**src/rtl/job_dispatch_pkg.sv**
```systemverilog
package job_dispatch_pkg;
   localparam int SEL_W = 3;

   typedef enum logic [SEL_W-1:0] {
      SEL_SPLIT  = 3'd0,
      SEL_KEYS   = 3'd1,
      SEL_ORACLE = 3'd2,
      SEL_COUNT  = 3'd3,
      SEL_GO     = 3'd4
   } reg_sel_e;
endpackage

```
**src/rtl/disp_fifo.sv**
```systemverilog
module disp_fifo #(
   parameter int W     = 8,
   parameter int DEPTH = 4
) (
   input  logic         clk,
   input  logic         rst_n,
   input  logic         push,
   input  logic [W-1:0] din,
   input  logic         pop,
   output logic [W-1:0] dout,
   output logic         empty,
   output logic         full
);
   localparam int AW = (DEPTH > 1) ? $clog2(DEPTH) : 1;
   localparam int CW = $clog2(DEPTH + 1);

   if (DEPTH < 2) begin : g_bad_depth
      $error("disp_fifo: DEPTH must be at least 2");
   end

   logic [W-1:0]  mem [DEPTH];
   logic [AW-1:0] wp, rp;
   logic [CW-1:0] cnt;
   logic          do_push, do_pop;

   assign empty   = (cnt == '0);
   assign full    = (cnt == CW'(DEPTH));
   assign do_push = push && !full;
   assign do_pop  = pop && !empty;
   assign dout    = mem[rp];

   always_ff @(posedge clk) begin
      if (do_push) mem[wp] <= din;
   end

   always_ff @(posedge clk or negedge rst_n) begin
      if (!rst_n) begin
         wp  <= '0;
         rp  <= '0;
         cnt <= '0;
      end else begin
         if (do_push) wp <= (wp == AW'(DEPTH - 1)) ? '0 : wp + AW'(1);
         if (do_pop)  rp <= (rp == AW'(DEPTH - 1)) ? '0 : rp + AW'(1);
         cnt <= cnt + CW'(do_push) - CW'(do_pop);
      end
   end
endmodule

```
**src/rtl/disp_pick.sv**
```systemverilog
module disp_pick #(
   parameter int N  = 6,
   parameter int IW = (N > 1) ? $clog2(N) : 1
) (
   input  logic [N-1:0]  req,
   output logic [N-1:0]  gnt,
   output logic [IW-1:0] idx
);
   logic [N:0] seen;
   assign seen[0] = 1'b0;

   for (genvar i = 0; i < N; i++) begin : g_chain
      assign gnt[i]    = req[i] & ~seen[i];
      assign seen[i+1] = seen[i] | req[i];
   end

   always_comb begin
      idx = '0;
      for (int i = 0; i < N; i++) begin
         if (gnt[i]) idx = IW'(i);
      end
   end
endmodule

```
**src/rtl/job_dispatch.sv**
```systemverilog
module job_dispatch
   import job_dispatch_pkg::*;
#(
   parameter int NUM_PE     = 6,
   parameter int DATA_W     = 32,
   parameter int ADDR_W     = 32,
   parameter int CNT_W      = 24,
   parameter int TAG_W      = 8,
   parameter int JOB_DEPTH  = 4,
   parameter int DONE_DEPTH = 4,
   parameter int PEW        = (NUM_PE > 1) ? $clog2(NUM_PE) : 1
) (
   input  logic              clk,
   input  logic              rst_n,
   input  logic              wr_en,
   input  logic [SEL_W-1:0]  wr_sel,
   input  logic [DATA_W-1:0] wr_data,
   output logic              ovf_flag,
   output logic [NUM_PE-1:0] pe_start,
   output logic [ADDR_W-1:0] pe_split_addr,
   output logic [ADDR_W-1:0] pe_key_addr,
   output logic [ADDR_W-1:0] pe_oracle_addr,
   output logic [CNT_W-1:0]  pe_key_count,
   input  logic [NUM_PE-1:0] pe_done,
   output logic [NUM_PE-1:0] pe_busy,
   output logic              done_valid,
   output logic [TAG_W-1:0]  done_tag,
   output logic [PEW-1:0]    done_pe,
   input  logic              done_pop
);
   localparam int DESC_W = 3 * ADDR_W + CNT_W + TAG_W;
   localparam int DONE_W = TAG_W + PEW;

   if (ADDR_W > DATA_W || CNT_W > DATA_W || TAG_W > DATA_W) begin : g_bad_width
      $error("job_dispatch: field wider than write port");
   end
   if (NUM_PE < 1) begin : g_bad_pe
      $error("job_dispatch: NUM_PE must be positive");
   end

   // staging registers
   logic [ADDR_W-1:0] stg_split, stg_keys, stg_oracle;
   logic [CNT_W-1:0]  stg_count;
   logic              go_wr;

   assign go_wr = wr_en && (wr_sel == SEL_GO);

   always_ff @(posedge clk or negedge rst_n) begin
      if (!rst_n) begin
         stg_split  <= '0;
         stg_keys   <= '0;
         stg_oracle <= '0;
         stg_count  <= '0;
      end else if (wr_en) begin
         case (wr_sel)
            SEL_SPLIT:  stg_split  <= wr_data[ADDR_W-1:0];
            SEL_KEYS:   stg_keys   <= wr_data[ADDR_W-1:0];
            SEL_ORACLE: stg_oracle <= wr_data[ADDR_W-1:0];
            SEL_COUNT:  stg_count  <= wr_data[CNT_W-1:0];
            default: ;
         endcase
      end
   end

   // job queue
   logic              jq_empty, jq_full, jq_pop;
   logic [DESC_W-1:0] jq_dout;
   logic [ADDR_W-1:0] h_split, h_keys, h_oracle;
   logic [CNT_W-1:0]  h_count;
   logic [TAG_W-1:0]  h_tag;

   disp_fifo #(.W(DESC_W), .DEPTH(JOB_DEPTH)) i_job_q (
      .clk   (clk),
      .rst_n (rst_n),
      .push  (go_wr && !jq_full),
      .din   ({stg_split, stg_keys, stg_oracle, stg_count, wr_data[TAG_W-1:0]}),
      .pop   (jq_pop),
      .dout  (jq_dout),
      .empty (jq_empty),
      .full  (jq_full)
   );

   assign {h_split, h_keys, h_oracle, h_count, h_tag} = jq_dout;

   always_ff @(posedge clk or negedge rst_n) begin
      if (!rst_n)                ovf_flag <= 1'b0;
      else if (go_wr && jq_full) ovf_flag <= 1'b1;
   end

   // issue to lowest idle PE
   logic [NUM_PE-1:0] busy_q, fin_pend, iss_gnt, fin_gnt;
   logic [PEW-1:0]    iss_idx, fin_idx;
   logic [TAG_W-1:0]  tag_r [NUM_PE];
   logic              dq_full, dq_empty, fin_push;

   disp_pick #(.N(NUM_PE), .IW(PEW)) i_iss_pick (
      .req (~busy_q & {NUM_PE{!jq_empty}}),
      .gnt (iss_gnt),
      .idx (iss_idx)
   );

   assign jq_pop = |iss_gnt;

   always_ff @(posedge clk or negedge rst_n) begin
      if (!rst_n) begin
         pe_start       <= '0;
         pe_split_addr  <= '0;
         pe_key_addr    <= '0;
         pe_oracle_addr <= '0;
         pe_key_count   <= '0;
         for (int i = 0; i < NUM_PE; i++) tag_r[i] <= '0;
      end else begin
         pe_start <= iss_gnt;
         if (jq_pop) begin
            pe_split_addr    <= h_split;
            pe_key_addr      <= h_keys;
            pe_oracle_addr   <= h_oracle;
            pe_key_count     <= h_count;
            tag_r[iss_idx]   <= h_tag;
         end
      end
   end

   // completion tracking
   disp_pick #(.N(NUM_PE), .IW(PEW)) i_fin_pick (
      .req (fin_pend & {NUM_PE{!dq_full}}),
      .gnt (fin_gnt),
      .idx (fin_idx)
   );

   assign fin_push = |fin_gnt;

   always_ff @(posedge clk or negedge rst_n) begin
      if (!rst_n) begin
         busy_q   <= '0;
         fin_pend <= '0;
      end else begin
         busy_q   <= (busy_q | iss_gnt) & ~fin_gnt;
         fin_pend <= (fin_pend | (pe_done & busy_q)) & ~fin_gnt;
      end
   end

   assign pe_busy = busy_q;

   logic [DONE_W-1:0] dq_dout;

   disp_fifo #(.W(DONE_W), .DEPTH(DONE_DEPTH)) i_done_q (
      .clk   (clk),
      .rst_n (rst_n),
      .push  (fin_push),
      .din   ({tag_r[fin_idx], fin_idx}),
      .pop   (done_pop),
      .dout  (dq_dout),
      .empty (dq_empty),
      .full  (dq_full)
   );

   assign done_valid        = !dq_empty;
   assign {done_tag, done_pe} = dq_dout;
endmodule

```
**config.mk**
```make
export PLATFORM = sky130hd
export DESIGN_NAME = job_dispatch
export DESIGN_NICKNAME = d
export VERILOG_FILES = /design/src/rtl/job_dispatch_pkg.sv /design/src/rtl/disp_fifo.sv /design/src/rtl/disp_pick.sv /design/src/rtl/job_dispatch.sv
export SDC_FILE = /design/constraint.sdc
export NUM_CORES = 1
export LEC_CHECK = 0
export BUFFER_PORTS_ARGS = -buffer_cell sky130_fd_sc_hd__buf_2
export CAP_MARGIN = 20
export CORE_AREA = 5 5 240 242
export CTS_CLUSTER_SIZE = 25
export DETAILED_ROUTE_END_ITERATION = 10
export DIE_AREA = 0 0 245 247
export PLACE_DENSITY_LB_ADDON = 0.05
export SLEW_MARGIN = 0
export SYNTH_ARGS = -nofsm -noshare
export SYNTH_HDL_FRONTEND = slang
export SYNTH_SLANG_ARGS = --single-unit
```
**constraint.sdc**
```tcl
create_clock -name clk -period 4.9 [get_ports clk]
set_input_delay 0.98 -clock clk [delete_from_list [all_inputs] [get_ports clk]]
set_output_delay 0.98 -clock clk [all_outputs]
set_load 0.01 [all_outputs]
```
==> reports/qor.txt, run 1 <==
outcome -> completed
vias in the first global route -> 16210
via/cell ratio -> 5.884
fin crit period -> 3271 ps
layout cell share with drive strength beyond 1 -> 42.54%
max-slew violations -> 0
skew final -> 19.30 ps
initial antenna violation count -> 1
Cell Area, Synth -> 32740 um2
H-tree levels -> 3
critical path buffer and inverter count -> 1
TritonCTS clock tree -> built
leak pwr -> 13.70 nW
Post-CTS Setup Inserts -> 0
CTS buffer count -> 86
Seq/Total Area, Yosys -> 75.52%
hpwl dp -> 35.56 mm
total power -> 23.18 mW
slowest CP cell -> dfrtp_1
RSZ-0062 raised after global routing -> false
clock tree buffer depth -> 3
Die Area -> 60520 um2
fin crit share -> 66.75%
top-count cell post-synth -> edfxtp_1
Synth Instances -> 1550
placed insts -> 2400
Layout Area Growth over Synthesis -> 14.19%
nature of the critical path startpoint -> flip-flop
critical path class -> reg2out
Post-Synth Adder-Cell Area -> 0.6573%
Core Footprint -> 54880 um2
Post-CTS Hold Buffers -> 0
Detail Route met3 WL -> 2.357 mm
PD cells -> 620.0 nW/um2
routability cong. -> 0.7612
vias -> 15070
delay-heaviest family, CP -> flip-flops
Worst Setup End Kind -> output pin
synthesized flop and latch total -> 877
fmax -> 305.8 MHz
Placed Instance Area -> 34670 um2
Net count, final -> 1845
DR top layer -> met4
Slew HR -> 31.72%
synth cell count leaders -> 556 x edfxtp_1, 321 x dfrtp_1, 286 x mux2_2
Arr. time, crit path -> 2290 ps
DRC -> 0
first-pass GRT wire length -> 97.84 mm
drt pass-1 iters -> 4
post-cts sizing count -> 0
DIE WIDTH -> 245 um
grt ovf -> 0
Cell variety after synth -> 58
Std-Cell Rows -> 86
Root Buffer -> clkbuf_16
fillers -> 3554
WL/cell -> 24.09 um
pin count of the biggest net entering global routing -> 124
final WL -> 61.69 mm
Min-Delay Path Class -> in2async
Slew @ Worst Pin -> 1020 ps
Synth Area in XOR/XNOR -> 0.1070%
Port Buffers -> 189
# diodes -> 0
number of flops mapped to enable cells by yosys -> 556
top cell type's share of synthesized area -> 50.99%
CP Cell Sequence -> mux4_2 > buf_2
largest family of logic cells by synthesized area -> multiplexers
wl on met1 -> 26.62 mm
peak supply drop -> 663.9 uV
Hold Vio Cnt, Final -> 0
number of synthesis warnings -> 0
mux share of post-synthesis cell area -> 19.94%
Post-Layout Cell Count -> 2561
die height -> 247 um
cell taking the most area after synthesis -> edfxtp_1
initial core utilization -> 59.66%
Total GRT Usage -> 21.20%
Final ANT Viol Nets -> 0
CP Max Fanout -> 14
clk sink count -> 877
asr flop ratio synth -> 36.60%
CTS clock-pin slew for the worst setup and hold paths -> 60 ps
Setup TNS -> 0 ps
final setup fails -> 0
clk_lat worst skew -> 620 ps
max cap viols -> 0
Detailed Route Iter0 Violations -> 952
max incr delay on CP -> 890 ps
syn_nets -> 1611
WL met2 -> 31.65 mm
Post-Syn Area per Cell -> 21.12 um2
largest cells by area after synthesis -> edfxtp_1 51%, dfrtp_1 25%, mux2_2 9.8%, mux4_2 9.6%, ha_1 0.53%
Post-Synth Simple-Gate Area -> 1.433%
compound-cell area share of the yosys netlist -> 1.078%
cell area after layout -> 37390 um2
Worst Path Required -> 3920 ps
prevailing post-synth register cell -> edfxtp_1
# IOs -> 190
-- kinds of logic after synthesis --
| group | Yosys count |
|---|---|
| AO/OA/AOI/OAI | 44 |
| flip-flops | 877 |
| multiplexers | 442 |
| buffers and inverters | 87 |
| XOR/XNOR | 4 |
| AND/OR/NAND/NOR | 80 |
| adder cells (fa/ha/maj) | 16 |
-- worst register-to-register path: cells and delay by family, from the launching register on --
kind	cells	cell delay, ps
AOI/OAI and AO/OA	2	970
and+or+nand+nor	2	820
DFF	1	440
buffers and inverters	1	410
-- flip-flops by register name (all words and copies together) (netlist names), 3 cells and up --
register        flops
stg_keys           32
pe_split_addr      32
pe_key_addr        32
i_job_q.cnt         3
pe_key_count       24
stg_count          24
i_job_q.mem       512
i_done_q.mem       44
fin_pend            6
tag_r              48
pe_busy             6
stg_split          32
pe_oracle_addr     32
stg_oracle         32
i_done_q.cnt        3
pe_start            6
-- worst paths after layout --
path	start	end	slack, ps	cells past startpoint
max	i_done_q.rp[0]	done_tag[0]	1630	2
min	rst_n	pe_oracle_addr[7]	420	1
max reg2reg	i_done_q.cnt[1]	i_done_q.mem[2][10]	1950	5
min reg2reg	pe_oracle_addr[3]	pe_oracle_addr[3]	500	1
max in group asynchronous	rst_n	stg_oracle[17]	3440	2
min in group clk	pe_oracle_addr[3]	pe_oracle_addr[3]	500	1
-- metrics by stage --
stage                     setup slack, ps  util (%)  hold WS (ps)
final                                1629     68.13         425.0
after global routing                 1475     68.13         480.0
after CTS                            1542     68.13         427.5
after detailed placement             1318     63.17         488.4
after global placement               1306     63.17         479.8
after floorplan                      1244         -         464.6
-- cell usage in the layout (no fill, tap or decap), types with 5 or more instances in the layout --
master	n
buf_12	12
a2bb2oi_1	5
nor2_1	15
clkbuf_1	28
nand3_1	7
dfrtp_1	319
clkbuf_16	90
buf_4	13
mux2_2	286
clkinv_1	11
clkbuf_8	7
inv_1	17
buf_2	188
mux2i_1	11
and4_1	5
edfxtp_1	556
mux4_2	139
o21ai_0	11
mux2_1	6
ha_1	14
clkinv_2	17
nand2_1	16
-- area by class of cell --
class	instances	area [um2]	area share, %
Multi-Input combinational cell	586	7679	20.54
Sequential cell	877	24740	66.16
Clock inverter	36	269.0	0.7195
Inverter	19	77.57	0.2075
Clock buffer	125	2454	6.562
Timing Repair Buffer	214	1294	3.460
Tap cell	704	880.8	2.356
-- power breakdown --
part | internal, mW | leakage, nW | switching, mW | total [mW]
logic | 3.12 | 3.52 | 2.99 | 6.12
registers | 9.74 | 8.85 | 1.06 | 10.8
clock network | 3.64 | 1.34 | 2.63 | 6.27
total | 16.5 | 13.7 | 6.68 | 23.2
-- routing by layer --
layer / vias to the layer above / track usage, %
met5: - / 0
met4: 0 / 5.330
met1: 8072 / 30.04
met2: 282 / 35.51
li1: 6642 / -
met3: 74 / 3.307
Power figures use the tool's default switching activity.
==> run 2, diff against run 1 <==
==> constraint.sdc (replaced) <==
create_clock -name clk -period 3.4 [get_ports clk]
set_input_delay 0.68 -clock clk [delete_from_list [all_inputs] [get_ports clk]]
set_output_delay 0.68 -clock clk [all_outputs]
set_load 0.01 [all_outputs]
==> run 2 against run 1 <==
Sequential share of layout area is 0.63 points lower. Critical path depth is the same. First-iteration DRC count is 5.7% lower. Setup slack lost 1100 ps. Register-to-register slack worse by 1000 ps. Utilization increased by 0.66 points. Total power rose by 46%. Cell count increased by 0.62%. Routed wire length is 1.6% higher. Die area unchanged. Critical endpoint is now done_tag[7].
==> reports/qor.txt, run 2 (synthesis results as in run 1) <==
outcome -> completed (unchanged)
total power -> 33.77 mW (was 23.18 mW)
Post-CTS Hold Buffers -> 0 (unchanged)
Largest Register -> i_job_q.mem (unchanged)
Setup TNS -> 0 ps (unchanged)
first-pass GRT wire length -> 99.81 mm (was 97.84 mm)
Worst Path Required -> 2720 ps (was 3920 ps)
critical path class -> reg2out (unchanged)
peak supply drop -> 540.9 uV (was 663.9 uV)
fin crit share -> 85.85%
Post-CTS Setup Inserts -> 0 (unchanged)
vias -> 15190 (was 15070)
DRC -> 0 (unchanged)
slowest CP cell -> dfrtp_1 (unchanged)
Net count, final -> 1862 (was 1845)
skew final -> 20.94 ps (was 19.30 ps)
Port Buffers -> 189 (unchanged)
CP Max Fanout -> 14 (unchanged)
Total GRT Usage -> 21.65% (was 21.20%)
routability cong. -> 0.8061 (was 0.7612)
clock tree buffer depth -> 3 (unchanged)
critical path buffer and inverter count -> 1 (unchanged)
Core Footprint -> 54880 um2 (unchanged)
Die Area -> 60520 um2 (unchanged)
initial antenna violation count -> 3 (was 1)
max cap viols -> 0 (unchanged)
nature of the critical path startpoint -> flip-flop (unchanged)
Min-Delay Path Class -> in2async (unchanged)
max-slew violations -> 0 (unchanged)
Final ANT Viol Nets -> 0 (unchanged)
CTS buffer count -> 86 (unchanged)
Layout Area Growth over Synthesis -> 15.29% (was 14.19%)
DIE WIDTH -> 245 um (unchanged)
WL/cell -> 24.33 um (was 24.09 um)
die height -> 247 um (unchanged)
CTS clock-pin slew for the worst setup and hold paths -> 60 ps (about the same)
Detailed Route Iter0 Violations -> 898 (was 952)
Arr. time, crit path -> 2240 ps (was 2290 ps)
initial core utilization -> 59.66% (unchanged)
drt pass-1 iters -> 4 (unchanged)
fmax -> 342.6 MHz
Slew @ Worst Pin -> 1064 ps (was 1020 ps)
most frequent cells in the layout -> 556 x edfxtp_1, 319 x dfrtp_1, 286 x mux2_2 (unchanged)
Slew HR -> 28.79% (was 31.72%)
Std-Cell Rows -> 86 (unchanged)
delay-heaviest family, CP -> flip-flops (unchanged)
hpwl dp -> 36.56 mm (was 35.56 mm)
max reg flops -> 512 (unchanged)
final WL -> 62.71 mm (was 61.69 mm)
Worst Setup End Kind -> output pin (unchanged)
pin count of the biggest net entering global routing -> 124 (unchanged)
fin crit period -> 2919 ps
post-cts sizing count -> 0 (unchanged)
PD cells -> 894.6 nW/um2 (was 620.0 nW/um2)
clk sink count -> 877 (unchanged)
commonest non-fill, non-tap cell in the layout -> edfxtp_1 (unchanged)
RSZ-0062 raised after global routing -> false (unchanged)
vias in the first global route -> 16550 (was 16210)
max incr delay on CP -> 860 ps (was 890 ps)
Root Buffer -> clkbuf_16 (unchanged)
layout cell share with drive strength beyond 1 -> 43.38% (was 42.54%)
Hold Vio Cnt, Final -> 0 (unchanged)
final setup fails -> 0 (unchanged)
H-tree levels -> 3 (unchanged)
leak pwr -> 13.86 nW (was 13.70 nW)
# IOs -> 190 (unchanged)
grt ovf -> 0 (unchanged)
TritonCTS clock tree -> built (unchanged)
CP Cell Sequence -> mux4_2 > buf_2 (unchanged)
via/cell ratio -> 5.895 (was 5.884)
Largest regs -> i_job_q.mem (512), tag_r (48), i_done_q.mem (44) (unchanged)
clk_lat worst skew -> 620 ps (about the same)
## run 2: cell count changes in the layout (fill, tap and decap cells not counted), sizes merged
| cell | change |
|---|---|
| diode | +1 |
| inv | -1 |
| clkinv | -7 |
| clkinvlp | +2 |
| buf | +17 |
| clkbuf | +2 |
| bufinv | +2 |
## run 2: final timing paths
kind / from / end / slack [ps] / depth (start not counted)
min in group clk: pe_done[5] / fin_pend[5] / 320 / 3
max in group asynchronous: rst_n / pe_key_addr[27] / 2450 / 3
hold reg to reg: ovf_flag / ovf_flag / 470 / 1
hold / removal: rst_n / pe_oracle_addr[8] / 90 / 1
setup / recovery: i_done_q.rp[0] / done_tag[7] / 480 / 2
setup reg to reg: fin_pend[0] / i_done_q.mem[0][10] / 900 / 4
## run 2: layer usage
layer / vias up / track usage [%] / part of all wire, %
met1: 8160 / 30.68 / 43
met2: 288 / 36.09 / 51
li1: 6668 / - / -
met4: 2 / 5.297 / 1.6
met3: 73 / 3.718 / 4.4
met5: - / 0 / 0.018
## run 2: layout make-up
class / instances / area (um2)
antenna: 1 / 2.502
clock buffer: 127 / 2511
tap: 704 / 880.8
sequential: 877 / 24740
clock inverter: 32 / 312.8
fill: 3486 / 17130
inverter: 19 / 77.57
timing repair buffer: 231 / 1559
multi-input combinational: 586 / 7670
## run 2: report_power, final
group | switching [mW] | total (mW) | internal (mW)
registers | 1.49 | 15.5 | 14.0
clock network | 3.81 | 9.31 | 5.51
logic | 4.37 | 8.93 | 4.55
## run 2: worst register-to-register path: stages, from the launching register on
cell	delay [ps]
dfrtp_1	460
nor2_1	510
nand3_2	490
mux2i_1	230
a221oi_1	540
## run 2: metrics by stage
stage	hold WS, ps	setup slack (ps)	util, %	instance area (um2)	std cells
4_1_cts	69.43	423.7	68.78	37750	2576
5_1_grt	113.7	346.7	68.78	37750	2576
2_1_floorplan	384.4	44.13	-	32750	1550
3_5_place_dp	458.6	661.4	63.64	34920	2417
3_3_place_gp	451.9	679.9	63.64	34920	2417
6_report	88.38	481.2	68.79	37750	2577
